`config.mk`:
```
export PLATFORM = sky130hd
export DESIGN_NAME = desat_guard
export DESIGN_NICKNAME = d
export VERILOG_FILES = /design/src/rtl/desat_pkg.sv /design/src/rtl/desat_blank_timer.sv /design/src/rtl/desat_glitch_filter.sv /design/src/rtl/desat_guard.sv
export SDC_FILE = /design/constraint.sdc
export NUM_CORES = 1
export LEC_CHECK = 0
export BUFFER_PORTS_ARGS = -buffer_cell sky130_fd_sc_hd__buf_2
export CORE_MARGIN = 1.5
export CORE_UTILIZATION = 25
export DETAILED_ROUTE_END_ITERATION = 8
export PLACE_DENSITY = 0.38
export SETUP_SLACK_MARGIN = 0.5
export SLEW_MARGIN = 20
export SYNTH_ARGS = -nofsm -noshare
export SYNTH_HDL_FRONTEND = slang
export SYNTH_SLANG_ARGS = --single-unit
export TNS_END_PERCENT = 5
```
`constraint.sdc`:
```
create_clock -name clk_i -period 4.8 [get_ports clk_i]
set_input_delay 0.96 -clock clk_i [delete_from_list [all_inputs] [get_ports clk_i]]
set_output_delay 0.96 -clock clk_i [all_outputs]
set_load 0.01 [all_outputs]
```
`src/rtl/desat_pkg.sv`:
```
package desat_pkg;
  typedef enum logic [1:0] {
    ST_IDLE  = 2'd0,
    ST_BLANK = 2'd1,
    ST_WATCH = 2'd2,
    ST_TRIP  = 2'd3
  } desat_st_e;
endpackage

```
`src/rtl/desat_blank_timer.sv`:
```
module desat_blank_timer #(
  parameter int unsigned CW = 8
) (
  input  logic          clk_i,
  input  logic          rst_ni,
  input  logic          start_i,
  input  logic          run_i,
  input  logic [CW-1:0] len_i,
  output logic          done_o,
  output logic [CW-1:0] len_o
);
  localparam logic [CW-1:0] ONE = CW'(1);

  logic [CW-1:0] cnt_q, len_q;

  assign done_o = run_i && (cnt_q == len_q - ONE);
  assign len_o  = len_q;

  // length is captured at turn-on, zero promoted to one
  always_ff @(posedge clk_i or negedge rst_ni) begin
    if (!rst_ni) begin
      len_q <= ONE;
      cnt_q <= '0;
    end else if (start_i) begin
      len_q <= (len_i == '0) ? ONE : len_i;
      cnt_q <= '0;
    end else if (run_i && !done_o) begin
      cnt_q <= cnt_q + ONE;
    end else begin
      cnt_q <= '0;
    end
  end

  p_blank_bound_r3: assert property (@(posedge clk_i) disable iff (!rst_ni)
    run_i |-> (cnt_q < len_q));
  p_len_nonzero_r8: assert property (@(posedge clk_i) disable iff (!rst_ni)
    len_q != '0);
endmodule

```
`src/rtl/desat_glitch_filter.sv`:
```
module desat_glitch_filter #(
  parameter int unsigned CW = 8
) (
  input  logic          clk_i,
  input  logic          rst_ni,
  input  logic          en_i,
  input  logic          flag_i,
  input  logic [CW-1:0] len_i,
  output logic          hit_o
);
  logic [CW-1:0] fcnt_q;
  logic [CW:0]   fcnt_inc;

  assign fcnt_inc = {1'b0, fcnt_q} + (CW+1)'(1);
  assign hit_o    = en_i && flag_i && (fcnt_inc >= {1'b0, len_i});

  always_ff @(posedge clk_i or negedge rst_ni) begin
    if (!rst_ni)                     fcnt_q <= '0;
    else if (!en_i || !flag_i || hit_o) fcnt_q <= '0;
    else                             fcnt_q <= fcnt_inc[CW-1:0];
  end

  p_filter_bound_r4: assert property (@(posedge clk_i) disable iff (!rst_ni)
    en_i |-> (fcnt_q < len_i));
  p_gap_clears_r4: assert property (@(posedge clk_i) disable iff (!rst_ni)
    !flag_i |=> (fcnt_q == '0));
endmodule

```
`src/rtl/desat_guard.sv`:
```
module desat_guard
  import desat_pkg::*;
#(
  parameter int unsigned CW = 8
) (
  input  logic          clk_i,
  input  logic          rst_ni,
  input  logic          gate_cmd_i,
  input  logic          sat_flag_i,
  input  logic [CW-1:0] blank_len_i,
  input  logic          fault_hold_i,
  output logic          gate_o,
  output logic          fault_o
);
  desat_st_e     st_q, st_d;
  logic          start, run, watch, blank_done, hit, fault_q;
  logic [CW-1:0] len_cap;

  assign start = gate_cmd_i && (st_q == ST_IDLE);
  assign run   = gate_cmd_i && (st_q == ST_BLANK);
  assign watch = gate_cmd_i && (st_q == ST_WATCH);

  desat_blank_timer #(.CW(CW)) u_blank (
    .clk_i  (clk_i),
    .rst_ni (rst_ni),
    .start_i(start),
    .run_i  (run),
    .len_i  (blank_len_i),
    .done_o (blank_done),
    .len_o  (len_cap)
  );

  desat_glitch_filter #(.CW(CW)) u_filt (
    .clk_i  (clk_i),
    .rst_ni (rst_ni),
    .en_i   (watch),
    .flag_i (sat_flag_i),
    .len_i  (len_cap),
    .hit_o  (hit)
  );

  always_comb begin
    st_d = st_q;
    if (!gate_cmd_i) st_d = ST_IDLE;
    else begin
      unique case (st_q)
        ST_IDLE:  st_d = ST_BLANK;
        ST_BLANK: if (blank_done) st_d = ST_WATCH;
        ST_WATCH: if (hit) st_d = ST_TRIP;
        default:  st_d = ST_TRIP;
      endcase
    end
  end

  always_ff @(posedge clk_i or negedge rst_ni) begin
    if (!rst_ni) begin
      st_q    <= ST_IDLE;
      fault_q <= 1'b0;
    end else begin
      st_q    <= st_d;
      fault_q <= hit;
    end
  end

  // hold from the fault memory acts without a clock edge
  assign gate_o  = ((st_q == ST_BLANK) || (st_q == ST_WATCH)) && !fault_hold_i;
  assign fault_o = fault_q;

  p_fault_pulse_r5: assert property (@(posedge clk_i) disable iff (!rst_ni)
    fault_o |=> !fault_o);
  p_fault_kills_gate_r5: assert property (@(posedge clk_i) disable iff (!rst_ni)
    fault_o |-> !gate_o);
  p_cmd_low_off_r2: assert property (@(posedge clk_i) disable iff (!rst_ni)
    !gate_cmd_i |=> !gate_o);
  p_hold_off_r7: assert property (@(posedge clk_i) disable iff (!rst_ni)
    fault_hold_i |-> !gate_o);
  p_blank_no_fault_r3: assert property (@(posedge clk_i) disable iff (!rst_ni)
    (st_q == ST_BLANK) |=> !fault_o);
  p_abort_no_fault_r6: assert property (@(posedge clk_i) disable iff (!rst_ni)
    !gate_cmd_i |=> !fault_o);
endmodule

```
==> metrics.txt <==
status=complete, no violations; reg-to-reg slack, setup=between 2 and 2.5 ns; crit-path max cell delay=0.42 ns; register area share after synthesis=38.2%; GR peak layer=met2; DRT Pass-1 Iters=4; Critical Path Start=u_filt.fcnt_q[0]; Synth async-reset ratio=100%; most frequent cells in the layout=dfrtp_1, ha_1, buf_2; cell mode on critical path=ha_1; Final Instance Area=1980 sq um; H-tree levels=1; routed vias/inst=4.57; post-cts hold buffer count=0; Worst Setup EP=st_q[1]; maxcap violations=0; Setup Viol. Count Final=0; Synth Warn #=0; Post-Syn Area=1770 sq um; setup ws final=2.29 ns; min Tclk post-route=2.51 ns; standby leakage power=between 0.8 and 0.9 nW; layout cells sized above 1=17.6%; initial antenna violation count=0; Avg WL per Cell=13.6 um; type of the most critical hold path=reg2reg; Placed Area=slightly below 2000 sq um; Vias=between 1000 and 1500; first-pass GRT wire length=6560 um; post-route ant nets=0; Worst Max-Slew Pin Slew=0.626 ns; Total Routing Usage GR=11.0%; clock skew=0.00717 ns; Rel. slew slack=approximately three fifths; number of enable flip-flop cells after synthesis=0; CTS max path bufs=2; die footprint=about 7600 sq um; IO buf count=14; number of fill cells in the layout=778; Setup TNS=0 ns; Synth Flop Type=dfrtp_1; Worst Setup End Kind=flip-flop; CORE AREA=6830 sq um; R2R Path End=st_q[1]; Starting DRT DRC Count=20; R2R cell count=11; Ports=15; met3 Use GR=2.27%; FMAX=between 0.3 and 0.4 GHz; Final Slew Violations=0; vias in the first global route=around 1400; clk slew on worst S/H paths=0.10 ns; Synth Register Bits=27; NumNets Final=around 220; CTS Sinks=27; unrepaired setup endpoints after global routing=no; clk root buf=clkbuf_8; Worst Path Required=4.96 ns; Die Y=87.2 um; CP arrival=about 2.7 ns; critical path class=reg2reg; Post-Synthesis Net Count=204; Mean Syn Cell Area=10.1 sq um; M1 GR Usage=between 10% and 20%; # rows=30; grt met2 use=19.0%; peak supply drop=0.173 mV; Worst Path Max Fanout=4; period utilization=52.3%; initial core utilization=26.0%; PD cells=around 450 nW/um^2; Final Hold Vio Count=0; worst path cell trace=ha_1, nand3_1, nor2_1, xor2_1, ha_1, a21oi_1, o21ai_1, o21bai_1, a221oi_1, a311oi_4, mux2i_1; post-place setup slack=2.26 ns; worst skew pair latency=0.28 ns; Area growth syn-to-layout=11.4%; number of diodes=0; largest net degree at the start of global routing=28; die width=~87 um; CP startpoint kind=flip-flop; synthesized instance count=175; Routed Wire Length=between 3000 and 4000 um; Slowest cell on crit path=dfrtp_1; Yosys cell types=43; grt ovf=0; postcts setup bufs=0; commonest non-fill, non-tap cell in the layout=dfrtp_1; Num CTS Buffers=3; CTS tree=built; GPL Wtd Cong=between 0.7 and 0.8; post_cts resized=0; RR Startpoint=u_filt.fcnt_q[0]; DRC=0; Post-DP HPWL=3030 um
[sequential cells by signal (all words and copies together) (netlist names)]
| register | cells |
|---|---|
| u_blank.len_o | 8 |
| u_blank.cnt_q | 8 |
| u_filt.fcnt_q | 8 |
| st_q | 2 |
| fault_o | 1 |
[final cells by class]
type / count / area, sq um / share of cell area [%]
multi-input combinational: 130 / 1020 / 51.4
sequential: 27 / 677 / 34.2
timing repair buffer: 14 / 70.1 / 3.54
inverter: 13 / 48.8 / 2.47
tap: 96 / 120 / 6.08
clock buffer: 4 / 45.0 / 2.28
[worst min-delay path by stage]
stage | from | end | slack [ns] | cells past startpoint
after floorplan | u_filt.fcnt_q[0] | u_filt.fcnt_q[0] | 0.46 | 1
final | u_filt.fcnt_q[0] | u_filt.fcnt_q[0] | 0.52 | 1
after global routing | u_filt.fcnt_q[0] | u_filt.fcnt_q[0] | 0.56 | 1
after CTS | u_filt.fcnt_q[0] | u_filt.fcnt_q[0] | 0.52 | 1
after detailed placement | u_filt.fcnt_q[0] | u_filt.fcnt_q[0] | 0.51 | 1
after global placement | u_filt.fcnt_q[0] | u_filt.fcnt_q[0] | 0.48 | 1
[worst max-delay path: cells and delay by family, from the launching register on]
family | cells | cell delay, ns
XOR/XNOR | 1 | 0.21
adder cells (fa/ha/maj) | 2 | 0.52
multiplexers | 1 | 0.15
AO/OA/AOI/OAI | 5 | 0.86
AND/OR/NAND/NOR | 2 | 0.24
flip-flops | 1 | 0.42
[per-layer routing]
metal | vias to the layer above | part of all wire [%]
met5 | - | 0
met4 | 0 | 1.4
met3 | 4 | 2.1
met2 | 12 | 48
met1 | 640 | 48
li1 | 643 | -
[stage by stage]
step	hold slack [ns]	instances	total power [W]	util [%]
2_1_floorplan	0.458	175	0.000651	-
3_3_place_gp	0.479	280	0.000742	28.3
3_5_place_dp	0.507	280	0.000758	28.3
4_1_cts	0.520	284	0.000896	28.9
5_1_grt	0.564	284	0.000953	28.9
6_report	0.516	284	0.000880	28.9
[cells in the mapped netlist, types with 2 or more instances]
library cell / number / area share, %
a21oi_1: 5 / 1.4
and3_1: 2 / 0.71
buf_2: 2 / 0.56
dfrtp_1: 26 / 37
ha_1: 16 / 11
inv_1: 11 / 2.3
mux2_2: 7 / 4.4
mux2i_1: 2 / 1.1
nand2_1: 8 / 1.7
nand2b_1: 6 / 2.1
nand3_1: 11 / 3.1
nand4_1: 4 / 1.4
nor2_1: 8 / 1.7
nor2b_1: 7 / 2.5
nor3_1: 4 / 1.1
nor4_1: 8 / 2.8
o21ai_1: 2 / 0.56
xnor2_1: 9 / 4.4
xor2_1: 13 / 6.4
[logic make-up (layout without fill, tap and decap cells)]
| group | count (synthesis) | in the layout | share of synthesized area (%) |
|---|---|---|---|
| simple gates | 64 | 64 | 20.3 |
| flops | 27 | 27 | 38.2 |
| xor+xnor | 22 | 22 | 10.9 |
| compound gates | 19 | 19 | 9.24 |
| buf+inv | 18 | 31 | 4.58 |
| fa+ha+maj | 16 | 16 | 11.3 |
| mux | 9 | 9 | 5.57 |
[report_power, final]
group	internal (W)	switching, W
sequential	0.000275	0.0000724
clock	0.0000596	0.0000759
combinational	0.000180	0.000218
total	0.000514	0.000366
Note: power is estimated with default switching activity, not from simulation.
